File: config.mk
export PLATFORM = sky130hd
export DESIGN_NAME = reqpar_unit
export DESIGN_NICKNAME = d
export VERILOG_FILES = /design/src/rtl/reqpar_pkg.sv /design/src/rtl/reqpar_group_parity.sv /design/src/rtl/reqpar_core.sv /design/src/rtl/reqpar_gen.sv /design/src/rtl/reqpar_chk.sv /design/src/rtl/reqpar_unit.sv
export SDC_FILE = /design/constraint.sdc
export NUM_CORES = 1
export LEC_CHECK = 0
export ABC_AREA = 1
export CAP_MARGIN = 10
export CORE_AREA = 2 2 59 61
export DETAILED_ROUTE_END_ITERATION = 7
export DIE_AREA = 0 0 61 63
export DONT_BUFFER_PORTS = 1
export GPL_ROUTABILITY_DRIVEN = 0
export HOLD_SLACK_MARGIN = 0.03
export PLACE_DENSITY = 0.78
export SLEW_MARGIN = 25
export SYNTH_ARGS = -nofsm -noshare
export SYNTH_HDL_FRONTEND = slang
export SYNTH_HIERARCHICAL = 1
export SYNTH_SLANG_ARGS = --single-unit
export TNS_END_PERCENT = 10
File: constraint.sdc
create_clock -name clk -period 1.7 [get_ports clk]
set_clock_uncertainty 0.15 [all_clocks]
set_input_delay 0.085 -clock clk [delete_from_list [all_inputs] [get_ports clk]]
set_output_delay 0.085 -clock clk [all_outputs]
set_load 0.05 [all_outputs]
File: src/rtl/reqpar_pkg.sv
// Shared sizes and types for the split-request parity block.
// Assumes the address word is indexed from line 3 upward and that the
// upper coverage group sits at the top of that word.
package reqpar_pkg;
    localparam int ADDR_LINES  = 33;   // address lines 35:3
    localparam int REQ_LINES   = 5;    // request-type lines
    localparam int UPPER_LINES = 12;   // address lines 35:24
    localparam int PAR_BITS    = 2;    // parity bits per request half

    typedef logic [PAR_BITS-1:0] par_pair_t;

    // Idle level of an active-low parity pair.
    localparam par_pair_t PAR_IDLE = '1;
endpackage

File: src/rtl/reqpar_group_parity.sv
// Parity of one coverage group of active-low lines.
// Output is 1 when the number of lines at 0 is even, including the case
// where no line is low. Purely combinational.
module reqpar_group_parity #(
    parameter int WIDTH = 12
) (
    input  logic [WIDTH-1:0] lines_n,
    output logic             par_n
);
    // Count low lines modulo two, then invert so that an even count gives 1.
    always_comb begin
        par_n = ~(^(~lines_n));
    end
endmodule

File: src/rtl/reqpar_core.sv
// Combinational parity pair for one request half.
// Splits the lines into an upper address group and a lower group (low
// address lines plus request lines). The half indicator then decides which
// parity bit carries which group. Used separately by initiator and receiver.
module reqpar_core
    import reqpar_pkg::*;
#(
    parameter int ADDR_W  = ADDR_LINES,
    parameter int REQ_W   = REQ_LINES,
    parameter int UPPER_W = UPPER_LINES
) (
    input  logic [ADDR_W-1:0] addr_n,
    input  logic [REQ_W-1:0]  req_n,
    input  logic              subphase2,
    output par_pair_t         par_n
);
    localparam int LOWER_W = ADDR_W - UPPER_W;
    localparam int LOWGRP_W = LOWER_W + REQ_W;

    logic                upper_par_n;
    logic                lower_par_n;
    logic [LOWGRP_W-1:0] lower_lines_n;

    // Gather the lower coverage group.
    always_comb begin
        lower_lines_n = {addr_n[LOWER_W-1:0], req_n};
    end

    reqpar_group_parity #(.WIDTH(UPPER_W)) u_upper (
        .lines_n (addr_n[ADDR_W-1:LOWER_W]),
        .par_n   (upper_par_n)
    );

    reqpar_group_parity #(.WIDTH(LOWGRP_W)) u_lower (
        .lines_n (lower_lines_n),
        .par_n   (lower_par_n)
    );

    // Route the two group parities onto the pair; the coverage is exchanged in the second half.
    for (genvar k = 0; k < PAR_BITS; k++) begin : g_route
        localparam bit UPPER_IN_FIRST = (k == 0);
        always_comb begin
            if (subphase2 ^ UPPER_IN_FIRST)
                par_n[k] = upper_par_n;
            else
                par_n[k] = lower_par_n;
        end
    end
endmodule

File: src/rtl/reqpar_gen.sv
// Initiator-side generator. Registers the parity pair for a strobed cycle.
// Assumes strobe_n is active low and sampled on the same edge as the lines.
// Idle or reset drives the pair to its high (inactive) level.
module reqpar_gen
    import reqpar_pkg::*;
#(
    parameter int ADDR_W  = ADDR_LINES,
    parameter int REQ_W   = REQ_LINES,
    parameter int UPPER_W = UPPER_LINES
) (
    input  logic              clk,
    input  logic              rst_n,
    input  logic [ADDR_W-1:0] addr_n,
    input  logic [REQ_W-1:0]  req_n,
    input  logic              subphase2,
    input  logic              strobe_n,
    output par_pair_t         par_out_n
);
    par_pair_t calc_n;

    reqpar_core #(.ADDR_W(ADDR_W), .REQ_W(REQ_W), .UPPER_W(UPPER_W)) u_core (
        .addr_n    (addr_n),
        .req_n     (req_n),
        .subphase2 (subphase2),
        .par_n     (calc_n)
    );

    // Launch register: computed pair on a strobed cycle, idle otherwise.
    always_ff @(posedge clk) begin
        if (!rst_n)
            par_out_n <= PAR_IDLE;
        else if (!strobe_n)
            par_out_n <= calc_n;
        else
            par_out_n <= PAR_IDLE;
    end
endmodule

File: src/rtl/reqpar_chk.sv
// Receiver-side checker. Recomputes parity and compares it with the received
// pair in strobed cycles. Flags are single-cycle, split by request half and
// valid one edge after the data was presented.
module reqpar_chk
    import reqpar_pkg::*;
#(
    parameter int ADDR_W  = ADDR_LINES,
    parameter int REQ_W   = REQ_LINES,
    parameter int UPPER_W = UPPER_LINES
) (
    input  logic              clk,
    input  logic              rst_n,
    input  logic [ADDR_W-1:0] addr_n,
    input  logic [REQ_W-1:0]  req_n,
    input  logic              subphase2,
    input  logic              strobe_n,
    input  par_pair_t         par_in_n,
    output par_pair_t         err_sp1,
    output par_pair_t         err_sp2
);
    par_pair_t expect_n;
    par_pair_t mismatch;

    reqpar_core #(.ADDR_W(ADDR_W), .REQ_W(REQ_W), .UPPER_W(UPPER_W)) u_core (
        .addr_n    (addr_n),
        .req_n     (req_n),
        .subphase2 (subphase2),
        .par_n     (expect_n)
    );

    // Per-bit disagreement between the received and recomputed pairs.
    always_comb begin
        mismatch = expect_n ^ par_in_n;
    end

    // First-half flags: set only in strobed first-half cycles.
    always_ff @(posedge clk) begin
        if (!rst_n)
            err_sp1 <= '0;
        else if (!strobe_n && !subphase2)
            err_sp1 <= mismatch;
        else
            err_sp1 <= '0;
    end

    // Second-half flags: set only in strobed second-half cycles.
    always_ff @(posedge clk) begin
        if (!rst_n)
            err_sp2 <= '0;
        else if (!strobe_n && subphase2)
            err_sp2 <= mismatch;
        else
            err_sp2 <= '0;
    end
endmodule

File: src/rtl/reqpar_unit.sv
// Top of the split-request parity block: an initiator-side generator and a
// receiver-side checker, each with its own parity tree. Both sample the same
// lines. Assumes synchronous active-low reset and active-low bus lines.
module reqpar_unit
    import reqpar_pkg::*;
#(
    parameter int ADDR_W  = ADDR_LINES,
    parameter int REQ_W   = REQ_LINES,
    parameter int UPPER_W = UPPER_LINES
) (
    input  logic              clk,
    input  logic              rst_n,
    input  logic [ADDR_W-1:0] addr_n,
    input  logic [REQ_W-1:0]  req_n,
    input  logic              subphase2,
    input  logic              strobe_n,
    input  logic [1:0]        par_in_n,
    output logic [1:0]        par_out_n,
    output logic [1:0]        err_sp1,
    output logic [1:0]        err_sp2
);
    reqpar_gen #(.ADDR_W(ADDR_W), .REQ_W(REQ_W), .UPPER_W(UPPER_W)) u_gen (
        .clk       (clk),
        .rst_n     (rst_n),
        .addr_n    (addr_n),
        .req_n     (req_n),
        .subphase2 (subphase2),
        .strobe_n  (strobe_n),
        .par_out_n (par_out_n)
    );

    reqpar_chk #(.ADDR_W(ADDR_W), .REQ_W(REQ_W), .UPPER_W(UPPER_W)) u_chk (
        .clk       (clk),
        .rst_n     (rst_n),
        .addr_n    (addr_n),
        .req_n     (req_n),
        .subphase2 (subphase2),
        .strobe_n  (strobe_n),
        .par_in_n  (par_in_n),
        .err_sp1   (err_sp1),
        .err_sp2   (err_sp2)
    );
endmodule

# Yosys cells after proc, flatten, opt, wreduce, memory -nomap -nowiden
# Cells that the tools add are included.
# word_totals
latch_bits,0
out_inout_bits,6
n_memories,0
ff_bits,6
word_cells,20
ram_bits,0
romBits,0
# classes
add_sub_neg,0
n_lt_le_gt_ge,0
n_shift,0
mux,2
mul,0
n_div,0
bitwise,6
eq_ne,0
n_reduce_logical,9
# op_table
operator,count
$not 26->26,1
$reduce_xor 26->1,1
$not 12->12,1
$reduce_xor 12->1,1
$reduce_and 2->1,2
$not 1->1,3
$logic_and 1x1->1,2
$logic_not 1->1,2
$mux 1,2
$reduce_or 2->1,1
$xor 2x2->2,1

# Depth between registers and ports, before layout
# depth
ltp_word,5
depth_mapped,18
ltp_nobuf,18

# Modules after synthesis
# Netlist, hierarchy kept.
# by_module_without_submodules
module,area_each_um2,cells_each,seq_area_each_um2,instances
reqpar_group_parity at u_chk.u_core.u_lower ...,596.8,147,0.0,2
reqpar_group_parity at u_chk.u_core.u_upper ...,241.5,58,0.0,2
reqpar_chk,148.9,22,80.1,1
reqpar_gen,61.3,7,40.0,1
reqpar_core,26.3,7,0.0,2

# Worst setup path before layout
# OpenSTA, ideal clock, no wires.
# synth_timing
kind,input to register
startpoint,input addr_n[4]
endpoint,register u_chk.err_sp2[1]
slack_ns,0.423
required_ns,1.437
stages,18
arrival_ns,1.014
path_buffers,0
setup_ns,0.113
cell_sequence,nand2_1 > inv_1 > nor2_1 > nand2_1 > nand2_1 > nand2_1 > nand2_2 > inv_1 > nand2_1 > nand2_1 > nand2_1 > nand2_1 > nand2_1 > nand2_1 > inv_1 > nand2_1 > nand2_1 > nor2_1
# synth_via
elab_chain_len,5
# synth_rtl
item,line_no,rtl
start: declaration,reqpar_unit.sv:13,"input logic [ADDR_W-1:0] addr_n,"
$not 26->26,reqpar_group_parity.sv:12,par_n = ~(^(~lines_n));
$reduce_xor 26->1,reqpar_group_parity.sv:12,
$not 1->1,reqpar_group_parity.sv:12,
named net u_chk.u_core.lower_par_n,reqpar_core.sv:21,logic lower_par_n;
$mux 1,reqpar_core.sv:43,if (subphase2 ^ UPPER_IN_FIRST)
named net u_chk.expect_n[1],reqpar_chk.sv:21,par_pair_t expect_n;
$xor 2x2->2,reqpar_chk.sv:33,mismatch = expect_n ^ par_in_n;
end signal: assignment,reqpar_chk.sv:51,err_sp2 <= mismatch;
end: declaration,reqpar_chk.sv:19,output par_pair_t err_sp2
# The timed path passes the listed nets, and every way through them passes these cells.
# A chain may end at the register's enable or synchronous reset.

# Final worst setup path
# layout_timing
startpoint,input addr_n[1]
endpoint,register u_gen.par_out_n[1]
# layout_via
elab_chain_len,4
# layout_rtl
item,line_no,rtl
$not 26->26,reqpar_group_parity.sv:12,
$reduce_xor 26->1,reqpar_group_parity.sv:12,
$not 1->1,reqpar_group_parity.sv:12,
named net u_gen.u_core.lower_par_n,reqpar_core.sv:21,
$mux 1,reqpar_core.sv:43,
named net u_gen.calc_n[1],reqpar_gen.sv:19,par_pair_t calc_n;
end signal: assignment,reqpar_gen.sv:33,par_out_n <= calc_n;
end: declaration,reqpar_gen.sv:17,output par_pair_t par_out_n
# The timed path passes the listed nets, and every way through them passes these cells.

==> summary.md <==
| Metric | Value |
|---|---|
| N_diodes | 0 |
| Critical Path AT | 1.59 ns |
| Final Cycle Share | 93.8% |
| FP Rows | 21 |
| Setup TNS | 0 ns |
| WHS | -0.0296 ns |
| Synth cell count leaders | 307 x nand2_1, 72 x inv_1, 15 x nor2_1, 13 x nand3_1 |
| Detailed Route Iter0 Violations | 89 |
| Final Hold Viols | 1 |
| Post-Syn Instances | 453 |
| Worst-path clk slew | 0.05 ns |
| Antenna viol nets, final | 0 |
| Post-synthesis sequential area ratio | 6.19% |
| Status | complete, but fails checks |
| CP Launch Type | input pin |
| Final Max Tran Viols | 0 |
| Syn Area/Cell | 4.28 µm² |
| Via density | 4.56 |
| Synth unique cells | 11 |
| Routed via count | 2329 |
| Die width | 61 µm |
| Port buffer count | 0 |
| Post-synthesis mux area share | 0% |
| Area growth, synth to finish | 9.94% |
| Fin nets | 511 |
| Fill count | 338 |
| Crit Path Max Fanout | 6 |
| Synth Register Bits | 6 |
| VDD IR-drop max | 0.193 mV |
| Initial Util | 60.0% |
| Synth Area in Compound Gates | 0% |
| Hold Crit Class | in2reg |
| Core area | 3230 µm² |
| Failing checks | negative hold slack |
| Ports | 50 |
| CTS Buf Count | 3 |
| Largest family of logic cells by synthesized area | simple AND/OR/NAND/NOR gates |
| First-pass GRT wire length | 7110 µm |
| Total wire length | 4010 µm |
| DP Wirelength | 3240 µm |
| Drt wl/cell | 7.84 µm |
| Final core utilization | 66.0% |
| Post-CTS Setup Inserts | 0 |
| Post-synth top flop | dfxtp_1 |
| Share of cells above drive strength 1 | 7.31% |
| Largest net degree at the start of global routing | 7 |
| Chip Height | 63 µm |
| Die ar. | 3840 µm² |
| Worst hold start | subphase2 |
| Worst Hold Depth | 5 |
| CTS tree | done |
| H-tree depth | 1 |
| Crit path time final | 1.59 ns |
| RSZ-0062 raised after global routing | true |
| Top cells by area, synth | nand2_1 59%, inv_1 14%, dfxtp_1 6.2%, xnor2_1 5.4%, nand3_1 3.4% |
| Clk sinks | 6 |
| Number of global-route vias before repair | 1999 |
| Yosys Warn Count | 6 |
| Max_cap viols | 0 |
| CP startpoint | addr_n[1] |
| Synth Area in XOR/XNOR | 6.32% |
| Worst slew pin tran | 0.512 ns |
| Setup Viol. Count Final | 0 |
| Area share of fa/ha/maj cells after synthesis | 0% |
| Cell Area, Synth | 1940 µm² |
| Synthesized net count | 497 |
| Simple-Gate Fraction of Synth Area | 71.2% |
| Gr usage total | 22.6% |
| Critical path required time | 1.69 ns |
| First-pass iteration count of the detailed router | 4 |
| Slew margin rel. | 65.8% |
| PnR Total Power | 0.904 mW |
| DP Area | 2000 µm² |
| Critical path type | in2reg |
| EDFF count, synth | 0 |
| Cell accounting for the most synthesized area | nand2_1 |
| Grt total ovfl | 0 |
| Finished Cell Area | 2130 µm² |
| Synth async-reset ratio | 0% |
| Leak Pwr | 1.57 nW |
| Fmax | 0.627 GHz |
| Max Buffers Root-to-Sink | 2 |
| Residual DRC count | 0 |
| Hold-critical path endpoint | u_gen/par_out_n[0] |
| Most common cell in the netlist | nand2_1 |
| CP Capture Type | flop |
| Initial antenna violation count | 0 |
| Pwr Density | 424 nW/µm² |
| Share of the synthesized area in the top cell type | 59.4% |
| Root buf cell | clkbuf_4 |
## registers in the layout, indices dropped and copies added, names as in the netlist
signal,flops
u_gen/par_out_n,2
u_chk/err_sp1,2
u_chk/err_sp2,2
## timing repair
item                       in CTS  in global routing
gates resized for setup         0                  7
hold buffers                    9                  1
hold endpoints to repair        6                  1
setup endpoints to repair       0                  6
## layout by cell type (no fill, tap or decap)
cell type       count
clkbuf_4            3
dfxtp_1             6
dlygate4sd3_1       7
dlymetal6s4s_1      2
inv_1              72
inv_2              12
nand2_1           305
nand2_2            12
nand2_4             2
nand3_1            13
nor2_1             13
nor2_2              2
nor2_4              2
xnor2_1            11
xnor2_2             1
xor2_1              2
## routing by layer
metal  global-route usage (%)  routed length [µm]
met5                        0                   0
met4                     4.08                  61
met3                     4.14                 167
met2                     45.7                2100
met1                     22.6                1680
## metrics by stage
stage                     hold slack [ns]  setup slack (ns)  cells
after floorplan                    0.0196             0.423    453
after global placement             0.0246             0.341    499
after detailed placement           0.0252             0.300    499
after CTS                          0.0374            0.0313    511
after global routing               0.0825           -0.0998    511
final                             -0.0296             0.106    511
## layout make-up
type                            instances  area [µm²]  area share (%)
Clock buffer                            3        22.5            1.06
Tap cell                               46        57.6            2.70
Timing Repair Buffer                    9        95.1            4.46
Multi-Input combinational cell        363        1520            71.4
Sequential cell                         6         120            5.63
Inverter                               84         315            14.8
## where the power goes
group          leakage (nW)  internal [mW]  switching, mW
logic                  1.51          0.237          0.338
clock network        0.0138         0.0804         0.0597
registers            0.0492          0.151         0.0385
## how the worst max path moves through the flow
| stage | endpoint | slack, ns | depth (start not counted) |
|---|---|---|---|
| after global placement | u_chk/err_sp2[0] | 0.34 | 15 |
| after floorplan | u_chk/err_sp2[1] | 0.42 | 18 |
| after detailed placement | u_chk/err_sp1[1] | 0.30 | 18 |
| after global routing | u_gen/par_out_n[1] | -0.1 | 17 |
| final | u_gen/par_out_n[1] | 0.11 | 17 |
| after CTS | u_chk/err_sp2[0] | 0.03 | 17 |
## worst max-delay path, stage by stage
cell	delay (ns)
inv_1	0.05
nand2_1	0.05
nand2_1	0.10
nand2_1	0.07
nand2_1	0.10
inv_2	0.03
nand2_1	0.04
nand2_1	0.05
nand2_1	0.07
nand2_1	0.05
nand2_1	0.05
nand2_1	0.07
nand2_1	0.07
nand2_1	0.04
inv_1	0.04
nand3_1	0.06
dlygate4sd3_1	0.55
## cells by family after synthesis
kind of cell           count (synthesis)
AND/OR/NAND/NOR                      349
flip-flops                             6
buffers and inverters                 84
XOR/XNOR                              14
Power figures use the tool's default switching activity.
